===== src/rtl/xlat_pkg.sv =====
package xlat_pkg;
  localparam int ADDR_W   = 32;
  localparam int PGOFF_W  = 12;
  localparam int VPN_W    = ADDR_W - PGOFF_W;
  localparam int TAG_W    = 8;
  localparam int SIZE_W   = 4;
  localparam int MAX_CODE = VPN_W / 2;

  typedef struct packed {
    logic              valid;
    logic              space;
    logic [TAG_W-1:0]  tag;
    logic [SIZE_W-1:0] size;
    logic [VPN_W-1:0]  epn;
    logic [VPN_W-1:0]  rpn;
  } tlb_ent_t;

  localparam int ENT_W = $bits(tlb_ent_t);

  // 1 marks a page-number bit that takes part in the compare
  function automatic logic [VPN_W-1:0] page_keep(input logic [SIZE_W-1:0] code);
    logic [VPN_W-1:0] m;
    int sh;
    sh = (int'(code) > MAX_CODE) ? VPN_W : 2 * int'(code);
    for (int j = 0; j < VPN_W; j++) m[j] = (j >= sh);
    return m;
  endfunction
endpackage


===== src/rtl/xlat_entry_store.sv =====
module xlat_entry_store
  import xlat_pkg::*;
#(
  parameter int NUM_ENT = 16,
  localparam int IDX_W = $clog2(NUM_ENT)
) (
  input  logic                      clk,
  input  logic                      rst_n,
  input  logic                      wr_en,
  input  logic [IDX_W-1:0]          wr_idx,
  input  tlb_ent_t                  wr_ent,
  output tlb_ent_t [NUM_ENT-1:0]    ent_q
);
  for (genvar g = 0; g < NUM_ENT; g++) begin : g_slot
    logic             sel;
    logic             v_d, v_q;
    logic [ENT_W-2:0] pay_q;

    assign sel = wr_en && (wr_idx == IDX_W'(g));

    always_comb begin
      v_d = v_q;
      if (sel) v_d = wr_ent.valid;
    end

    always_ff @(posedge clk or negedge rst_n) begin
      if (!rst_n) v_q <= 1'b0;
      else        v_q <= v_d;
    end

    always_ff @(posedge clk) begin
      if (sel) pay_q <= wr_ent[ENT_W-2:0];
    end

    assign ent_q[g] = {v_q, pay_q};
  end

  AST_WRITE_LANDS: assert property (@(posedge clk) disable iff (!rst_n)
    wr_en |=> (ent_q[$past(wr_idx)] == $past(wr_ent))) else $error("write lost");
endmodule


===== src/rtl/xlat_entry_match.sv =====
module xlat_entry_match
  import xlat_pkg::*;
(
  input  tlb_ent_t           ent,
  input  logic [ADDR_W-1:0]  ea,
  input  logic               cur_as,
  input  logic [TAG_W-1:0]   cur_pid,
  output logic               match,
  output logic [VPN_W-1:0]   rpage
);
  logic [VPN_W-1:0] keep;
  logic [VPN_W-1:0] ea_vpn;
  logic             tag_ok, page_ok;

  always_comb begin
    keep    = page_keep(ent.size);
    ea_vpn  = ea[ADDR_W-1:PGOFF_W];
    tag_ok  = (ent.tag == '0) || (ent.tag == cur_pid);
    page_ok = ((ea_vpn ^ ent.epn) & keep) == '0;
    match   = ent.valid && (ent.space == cur_as) && tag_ok && page_ok;
    rpage   = (ent.rpn & keep) | (ea_vpn & ~keep);
  end
endmodule


===== src/rtl/xlat_hit_select.sv =====
module xlat_hit_select
  import xlat_pkg::*;
#(
  parameter int NUM_ENT = 16,
  localparam int IDX_W = $clog2(NUM_ENT)
) (
  input  logic [NUM_ENT-1:0]            match_vec,
  input  logic [NUM_ENT-1:0][VPN_W-1:0] rpage_vec,
  input  logic [PGOFF_W-1:0]            ea_off,
  output logic                          hit,
  output logic                          multi_hit,
  output logic [IDX_W-1:0]              hit_idx,
  output logic [ADDR_W-1:0]             real_addr
);
  logic [VPN_W-1:0] page_sel;
  logic             seen;

  always_comb begin
    hit      = 1'b0;
    hit_idx  = '0;
    page_sel = '0;
    for (int i = NUM_ENT - 1; i >= 0; i--) begin
      if (match_vec[i]) begin
        hit      = 1'b1;
        hit_idx  = IDX_W'(i);
        page_sel = rpage_vec[i];
      end
    end
  end

  always_comb begin
    seen      = 1'b0;
    multi_hit = 1'b0;
    for (int i = 0; i < NUM_ENT; i++) begin
      if (match_vec[i]) begin
        if (seen) multi_hit = 1'b1;
        seen = 1'b1;
      end
    end
  end

  assign real_addr = hit ? {page_sel, ea_off} : '0;
endmodule


===== src/rtl/xlat_tlb_top.sv =====
module xlat_tlb_top
  import xlat_pkg::*;
#(
  parameter int NUM_ENT = 16,
  localparam int IDX_W = $clog2(NUM_ENT)
) (
  input  logic                 clk,
  input  logic                 rst_n,
  input  logic [ADDR_W-1:0]    lk_ea,
  input  logic                 lk_is_data,
  input  logic                 lk_ispace,
  input  logic                 lk_dspace,
  input  logic [TAG_W-1:0]     lk_pid,
  output logic                 hit,
  output logic                 multi_hit,
  output logic [IDX_W-1:0]     hit_idx,
  output logic [ADDR_W-1:0]    real_addr,
  input  logic                 wr_en,
  input  logic [IDX_W-1:0]     wr_idx,
  input  logic                 wr_valid,
  input  logic                 wr_space,
  input  logic [TAG_W-1:0]     wr_tag,
  input  logic [SIZE_W-1:0]    wr_size,
  input  logic [VPN_W-1:0]     wr_epn,
  input  logic [VPN_W-1:0]     wr_rpn
);
  tlb_ent_t                      wr_ent;
  tlb_ent_t [NUM_ENT-1:0]        ent_q;
  logic [NUM_ENT-1:0]            match_vec;
  logic [NUM_ENT-1:0][VPN_W-1:0] rpage_vec;
  logic                          cur_as;

  assign wr_ent = '{valid: wr_valid, space: wr_space, tag: wr_tag,
                    size: wr_size, epn: wr_epn, rpn: wr_rpn};
  assign cur_as = lk_is_data ? lk_dspace : lk_ispace;

  xlat_entry_store #(.NUM_ENT(NUM_ENT)) u_store (
    .clk    (clk),
    .rst_n  (rst_n),
    .wr_en  (wr_en),
    .wr_idx (wr_idx),
    .wr_ent (wr_ent),
    .ent_q  (ent_q)
  );

  for (genvar g = 0; g < NUM_ENT; g++) begin : g_cmp
    xlat_entry_match u_match (
      .ent     (ent_q[g]),
      .ea      (lk_ea),
      .cur_as  (cur_as),
      .cur_pid (lk_pid),
      .match   (match_vec[g]),
      .rpage   (rpage_vec[g])
    );
  end

  xlat_hit_select #(.NUM_ENT(NUM_ENT)) u_sel (
    .match_vec (match_vec),
    .rpage_vec (rpage_vec),
    .ea_off    (lk_ea[PGOFF_W-1:0]),
    .hit       (hit),
    .multi_hit (multi_hit),
    .hit_idx   (hit_idx),
    .real_addr (real_addr)
  );

  AST_MISS_QUIET: assert property (@(posedge clk) disable iff (!rst_n)
    !hit |-> (real_addr == '0 && !multi_hit && hit_idx == '0)) else $error("miss not quiet");
  AST_OFFSET_KEPT: assert property (@(posedge clk) disable iff (!rst_n)
    hit |-> (real_addr[PGOFF_W-1:0] == lk_ea[PGOFF_W-1:0])) else $error("offset altered");
  AST_HIT_VALID: assert property (@(posedge clk) disable iff (!rst_n)
    hit |-> ent_q[hit_idx].valid) else $error("invalid slot hit");
  AST_HIT_SPACE: assert property (@(posedge clk) disable iff (!rst_n)
    hit |-> (ent_q[hit_idx].space == (lk_is_data ? lk_dspace : lk_ispace))) else $error("space");
  AST_HIT_OWNER: assert property (@(posedge clk) disable iff (!rst_n)
    hit |-> (ent_q[hit_idx].tag == '0 || ent_q[hit_idx].tag == lk_pid)) else $error("owner");
  AST_MULTI_NEEDS_HIT: assert property (@(posedge clk) disable iff (!rst_n)
    multi_hit |-> (hit && $countones(match_vec) > 1)) else $error("multi");
endmodule


===== config.mk =====
export PLATFORM = sky130hd
export DESIGN_NAME = xlat_tlb_top
export DESIGN_NICKNAME = d
export VERILOG_FILES = /design/src/rtl/xlat_pkg.sv /design/src/rtl/xlat_entry_store.sv /design/src/rtl/xlat_entry_match.sv /design/src/rtl/xlat_hit_select.sv /design/src/rtl/xlat_tlb_top.sv
export SDC_FILE = /design/constraint.sdc
export NUM_CORES = 1
export LEC_CHECK = 0
export BUFFER_PORTS_ARGS = -buffer_cell sky130_fd_sc_hd__buf_2
export CELL_PAD_IN_SITES_DETAIL_PLACEMENT = 0
export CELL_PAD_IN_SITES_GLOBAL_PLACEMENT = 1
export CORE_ASPECT_RATIO = 1.5
export CORE_MARGIN = 1.5
export CORE_UTILIZATION = 53
export CTS_BUF_LIST = sky130_fd_sc_hd__clkbuf_16
export CTS_CLUSTER_SIZE = 10
export DETAILED_ROUTE_END_ITERATION = 10
export GPL_ROUTABILITY_DRIVEN = 0
export GPL_TIMING_DRIVEN = 0
export PLACE_DENSITY = 0.78
export SYNTH_ARGS = -nofsm -noshare
export SYNTH_HDL_FRONTEND = slang
export SYNTH_HIERARCHICAL = 1
export SYNTH_SLANG_ARGS = --single-unit

===== constraint.sdc =====
create_clock -name clk -period 6.45 [get_ports clk]
set_clock_uncertainty 0.05 [all_clocks]
set_input_delay 1.6125 -clock clk [delete_from_list [all_inputs] [get_ports clk]]
set_output_delay 1.6125 -clock clk [all_outputs]
set_load 0.005 [all_outputs]

==> results by group, run 1 <==
Status
  – Status: finished, violations left
  – Failing checks: setup timing

Power and ir drop
  – Maximum VDD drop: 187.4 uV
  – Power, Total: 12,080 uW
  – Leak: 0.01609 uW
  – Power per cell area: 251.4 mW/mm^2

Placement
  – Input/output buffers: 141
  – DP Area: 0.04353 sq mm
  – # placed instances: 4,056
  – HPWL Detailed: 88.39 mm
  – Worst setup slack after placement: -2.003 ns

STA
  – Fin. max-slew vios: 0
  – Rel. slew slack: 0.3853
  – Setup repair after global routing missed its margin: true
  – Min Tclk post-route: 6.521 ns
  – Worst Tran Pin Value: 0.9170 ns
  – Final period utilization: 1.011
  – Achievable frequency: 153.3 MHz
  – Worst Setup Slack, final: -0.07122 ns
  – # setup viols final: 11
  – Hold WS: 0.4448 ns
  – Final Hold Vio Count: 0

Critical path
  – Critical Path End Type: output pin
  – Critical register-to-register path endpoint: u_store/g_slot[3].v_q$_DFFE_PN0P_
  – CP arrival: 4.86 ns
  – Crit path launch: lk_ea[18]
  – Cell Chain, Critical Path: buf_6, xnor2_1, nand3_1, a211oi_1, o2111a_2, buf_4, or2_2, clkbuf_1, a221oi_4, o21ai_0, a221oi_2, a211oi_4, buf_2
  – Crit-path max cell delay: 0.56 ns
  – Critical Path Start Type: primary input
  – Top delay family on crit path: compound AO/OA/AOI/OAI gates
  – R2r setup slk: 5.62 ns
  – Worst Path Buf+Inv: 4
  – Worst r2r src: u_store/g_slot[3].v_q$_DFFE_PN0P_
  – CP required: 4.79 ns
  – Critical Path Fanout Max: 32
  – CP Class: primary input to output pin
  – FF-to-FF path depth: 1
  – Critical-path top delay cell: a211oi_1

Route
  – Initial DRC count: 2,596
  – Via density: 6.306
  – Per-cell routed wire length: 29.35 um
  – Total wire length: 124.0 mm
  – Vias post-DR: 26,640
  – First-pass DRT Iterations: 6
  – # DRC: 0
  – Final ANT Viol Nets: 0

Synthesis
  – Main combinational cell family by area after synthesis: XOR/XNOR gates
  – Adder-Cell Fraction of Synth Area: 0.0004877
  – FF+latch count, synth: 864
  – YS warnings: 6
  – Multiplexer share of the synthesized area: 0.09254
  – Synth Instances: 2,880
  – Main flop type after synthesis: edfxtp_1
  – Compound-Gate Fraction of Synth Area: 0.08380
  – Synthesized cell area: 0.04105 sq mm
  – Post-Syn Area per Cell: 14.25 sq um
  – Sequential area share after synthesis: 0.6301
  – Xor and xnor area share after synthesis: 0.09901
  – Post-Synth Simple-Gate Area: 0.07712
  – Syn_nets: 2,984
  – Library cells used by synthesis: 55
  – Post-synth ARST share: 0.01852
  – EDFF count, synth: 848

Floorplanning
  – Row cnt: 124
  – Die Span X: 230.2 um
  – Num ports: 142
  – Die height: 343.8 um
  – Initial Util: 0.5366
  – Die ar.: 0.07916 sq mm
  – Core region area: 0.07649 sq mm

CTS
  – Clk Latency, worst-skew pair: 0.66 ns
  – CTS H-tree depth: 3
  – Clock sink count: 864
  – Total CTS buffers: 96
  – Clock Path Buffers: 3
  – Clock slew at reported path FFs: 0.05 ns
  – CTS tree: yes
  – Root Buffer: clkbuf_16

Final layout
  – Ant. Diodes: 0
  – Multi-input logic area: 0.01575 sq mm
  – Finished layout cell area: 0.04806 sq mm
  – Fillers: 5,693
  – Commonest non-fill, non-tap cell in the layout: edfxtp_1
  – Non-Filler Instances: 4,225
  – Layout cells sized above 1: 0.3140
  – Layout Nets: 3,272
  – Most frequent cells in the layout: 848 x edfxtp_1, 382 x xor2_1, 334 x mux2_2
  – Layout area overhead: 17.10%
  – Register area: 0.02586 sq mm

Global route
  – Number of global-route vias before repair: 26,910
  – Gr usage total: 0.3113
  – Initial antenna violation count: 2
  – Total grt overflow: 0
  – First-pass GRT wire length: 176.8 mm
  – Largest net degree at the start of global routing: 55

Worst hold path
  – Hold path cells: 1
  – Hold path start: u_store/g_slot[0].v_q$_DFFE_PN0P_
  – Hold Crit Class: register to register
  – Hold EP: u_store/g_slot[0].v_q$_DFFE_PN0P_

Flow run
  – MaxCap Viol Count: 0
-- report_power, final --
part | leakage, uW | internal (uW) | total [uW] | switching [uW]
Clock | 0.00147 | 2710 | 4820 | 2110
Combinational | 0.00676 | 332 | 902 | 570
Sequential | 0.00786 | 6310 | 6360 | 55.3
Total | 0.0161 | 9350 | 12100 | 2730
-- how the worst max path moves through the flow --
stage	slack, ns	cells after the start	endpoint
after floorplan	0.19	3	u_store/g_slot[8].v_q$_DFFE_PN0P_
after detailed placement	-2.00	13	real_addr[30]
after global routing	-0.07	15	real_addr[27]
after global placement	-1.98	13	real_addr[31]
after CTS	-0.03	13	real_addr[25]
final	-0.07	13	real_addr[31]
-- cell type report --
class / count / area share
flip-flops and latches: 864 / 0.5381
multi-input cells: 1876 / 0.3277
clock buffers: 99 / 0.05154
repair buffers: 194 / 0.03449
well taps: 1008 / 0.02624
plain buffers: 119 / 0.01640
clock inverters: 48 / 0.004061
inverters: 17 / 0.001432
-- logic make-up after synthesis --
logic type / after synthesis
DFF: 864
and+or+nand+nor: 587
AOI/OAI and AO/OA: 485
xor gates and xnor gates: 464
muxes: 337
buffers and inverters: 141
adders and majority gates: 2
-- routing by layer --
metal | vias up | global-route usage | routed length [um]
met5 | - | 0 | 13
met4 | 2 | 0.1821 | 7631
met3 | 376 | 0.04982 | 8714
met2 | 1385 | 0.5473 | 63690
met1 | 13300 | 0.3597 | 43970
li1 | 11590 | - | -
-- synthesized netlist by cell type (24+ instances only) --
cell type / instances / area, sq um
nand3_1: 24 / 120.1
xnor2_1: 80 / 700.7
a21oi_1: 47 / 235.2
xor2_1: 384 / 3363
nor4_1: 60 / 375.4
o21ai_0: 76 / 380.4
nor3_1: 38 / 190.2
mux2_2: 334 / 3761
a22oi_1: 41 / 307.8
a221o_1: 25 / 250.2
nor2_1: 182 / 683.2
buf_2: 54 / 270.3
a31oi_1: 55 / 344.1
nand2b_1: 42 / 262.8
o21ai_1: 36 / 180.2
o22ai_1: 49 / 306.5
nor4_2: 32 / 400.4
edfxtp_1: 848 / 25460
nor2_2: 33 / 206.5
nand2_1: 99 / 371.6
clkbuf_1: 48 / 180.2
a211oi_1: 25 / 187.7
-- per-stage QoR --
step	setup TNS [ns]	util
after floorplan	0	-
after global placement	-236.91	0.5624
after detailed placement	-42.89	0.5691
after CTS	-0.05053	0.6182
after global routing	-0.5439	0.6284
final	-0.3063	0.6284
-- registers in the layout, indices dropped and copies added (netlist names) --
signal                cells
u_store/g_slot.pay_q    848
u_store/g_slot.v_q       16
-- repair_timing --
action	4_1_cts	5_1_grt
pin swaps	25	51
resized for setup	266	136
cloned	1	2
setup buffers	10	13
setup endpoints to repair	38	22
hold buffers	0	0
Power figures use the tool's default switching activity.
==> run 2: changes to the inputs <==
--- a/config.mk
+++ b/config.mk
@@ -5,18 +5,18 @@
 export SDC_FILE = /design/constraint.sdc
 export NUM_CORES = 1
 export LEC_CHECK = 0
-export BUFFER_PORTS_ARGS = -buffer_cell sky130_fd_sc_hd__buf_2
-export CELL_PAD_IN_SITES_DETAIL_PLACEMENT = 0
+export CELL_PAD_IN_SITES_DETAIL_PLACEMENT = 1
 export CELL_PAD_IN_SITES_GLOBAL_PLACEMENT = 1
 export CORE_ASPECT_RATIO = 1.5
 export CORE_MARGIN = 1.5
-export CORE_UTILIZATION = 53
+export CORE_UTILIZATION = 50
 export CTS_BUF_LIST = sky130_fd_sc_hd__clkbuf_16
 export CTS_CLUSTER_SIZE = 10
 export DETAILED_ROUTE_END_ITERATION = 10
+export DONT_BUFFER_PORTS = 1
 export GPL_ROUTABILITY_DRIVEN = 0
 export GPL_TIMING_DRIVEN = 0
-export PLACE_DENSITY = 0.78
+export PLACE_DENSITY = 0.72
 export SYNTH_ARGS = -nofsm -noshare
 export SYNTH_HDL_FRONTEND = slang
 export SYNTH_HIERARCHICAL = 1
==> results by group, run 2 (synthesis results as in run 1) <==
Final layout
  – Layout area overhead: 13.00%
  – Layout Nets: 3,114
  – Utilization after layout: 0.5713
  – Largest regs: u_store/g_slot.pay_q (848), u_store/g_slot.v_q (16)
  – Finished layout cell area: 0.04638 sq mm
  – Most flops, register: u_store/g_slot.pay_q
  – Fillers: 7,602
  – Multi-input logic area: 0.01522 sq mm
  – Register area: 0.02586 sq mm
  – Most frequent cells in the layout: 848 x edfxtp_1, 384 x xor2_1, 335 x mux2_2
  – Max reg flops: 848
  – Commonest non-fill, non-tap cell in the layout: edfxtp_1
  – Layout cells sized above 1: 0.2516

Global route
  – Gr usage total: 0.3216
  – Initial antenna violation count: 1
  – First-pass GRT wire length: 193.4 mm
  – Total grt overflow: 0
  – Largest net degree at the start of global routing: 39
  – Number of global-route vias before repair: 28,840

Placement
  – Input/output buffers: 0
  – HPWL Detailed: 96.81 mm
  – DP Area: 0.04291 sq mm

Floorplanning
  – Initial Util: 0.5055
  – Core region area: 0.08120 sq mm
  – Die ar.: 0.08386 sq mm
  – Die height: 353.9 um
  – Die Span X: 236.9 um
  – Num ports: 142
  – Row cnt: 128

Power and ir drop
  – Power per cell area: 257.4 mW/mm^2
  – Power, Total: 11,940 uW
  – Leak: 0.01513 uW
  – Maximum VDD drop: 217.6 uV

Critical path
  – FF-to-FF path depth: 1
  – Critical Path Fanout Max: 10
  – CP Class: primary input to output pin
  – CP required: 4.79 ns
  – Critical Path Start Type: primary input
  – CP arrival: 4.85 ns
  – Critical Path End Type: output pin

CTS
  – Clk Latency, worst-skew pair: 0.66 ns
  – Root Buffer: clkbuf_16
  – Clock slew at reported path FFs: 0.05 ns
  – Clock Path Buffers: 3
  – CTS tree: yes
  – CTS Hold Buffers Added: 0
  – CTS H-tree depth: 3
  – Total CTS buffers: 97
  – Clock sink count: 864

STA
  – Worst Setup Slack, final: -0.05786 ns
  – # setup viols final: 7
  – Fin. max-slew vios: 0
  – Achievable frequency: 153.7 MHz
  – Final Hold Vio Count: 0
  – Setup repair after global routing missed its margin: true
  – Rel. slew slack: 0.2943
  – Worst Tran Pin Value: 1.056 ns
  – Min Tclk post-route: 6.508 ns
  – Final period utilization: 1.009

Status
  – Failing checks: setup timing
  – Status: finished, violations left

Route
  – Per-cell routed wire length: 33.05 um
  – Total wire length: 135.4 mm
  – First-pass DRT Iterations: 5
  – Final ANT Viol Nets: 0
  – Via density: 6.512
  – # DRC: 0
  – Vias post-DR: 26,690
  – Initial DRC count: 2,330

Worst hold path
  – Hold path cells: 1
  – Hold Crit Class: register to register

Flow run
  – MaxCap Viol Count: 0
## run 2: power breakdown
group | internal, uW | leakage [uW] | total [uW] | switching, uW
clock network | 2800 | 0.00149 | 4960 | 2160
logic | 290 | 0.00579 | 611 | 321
registers | 6310 | 0.00786 | 6370 | 58.9
## run 2: final timing paths
kind,from,end,slack (ns)
setup reg to reg,u_store/g_slot[3].v_q$_DFFE_PN0P_,u_store/g_slot[3].v_q$_DFFE_PN0P_,5.58
hold reg to reg,u_store/g_slot[15].v_q$_DFFE_PN0P_,u_store/g_slot[15].v_q$_DFFE_PN0P_,0.46
setup / recovery,lk_is_data,real_addr[25],-0.06
min in group asynchronous,rst_n,u_store/g_slot[3].v_q$_DFFE_PN0P_,0.58
hold / removal,u_store/g_slot[15].v_q$_DFFE_PN0P_,u_store/g_slot[15].v_q$_DFFE_PN0P_,0.46
max in group asynchronous,rst_n,u_store/g_slot[11].v_q$_DFFE_PN0P_,5.66
## run 2: layer usage
metal | vias to the layer above | wire length, um | track usage
met2 | 1195 | 69880 | 0.5689
li1 | 11260 | - | -
met3 | 421 | 8409 | 0.05122
met1 | 13810 | 47780 | 0.3602
met5 | - | 0 | 0
met4 | 0 | 9378 | 0.2058
## run 2: repair_timing
item / 4_1_cts / 5_1_grt
buffers inserted: 0 / 5
gates resized for setup: 123 / 55
setup endpoints to repair: 23 / 23
gates cloned: 0 / 1
pin swaps: 7 / 11
## run 2: per-stage QoR
stage	setup slack, ns	cells	hold slack, ns	setup TNS (ns)
3_3_place_gp	-1.812	3920	0.4188	-222.30
3_5_place_dp	-1.129	3949	0.4479	-17.99
5_1_grt	-0.04194	4096	0.4771	-0.06976
6_report	-0.05786	4098	0.4575	-0.1922
2_1_floorplan	0.1850	2880	0.4094	0
4_1_cts	0.002276	4090	0.4600	0
## run 2: final cells by class
| cell class | instances | share of cell area |
|---|---|---|
| Inverter | 17 | 0.001403 |
| Antenna cell | 2 | 0.0001079 |
| Clock buffer | 101 | 0.05449 |
| Multi-Input combinational cell | 1876 | 0.3282 |
| Sequential cell | 864 | 0.5576 |
| Timing Repair Buffer | 34 | 0.01111 |
| Buffer | 120 | 0.01457 |
| Tap cell | 1040 | 0.02805 |
| Clock inverter | 44 | 0.004451 |
## run 2: worst max-delay path, stage by stage
cell      delay (ns)
mux2_4          0.41
xnor2_1         0.19
nand2_1         0.11
a221oi_2        0.29
o2111a_1        0.47
nor2b_1         0.24
clkbuf_1        0.57
nand2b_1        0.12
a31oi_1         0.64
nor4_4          0.18
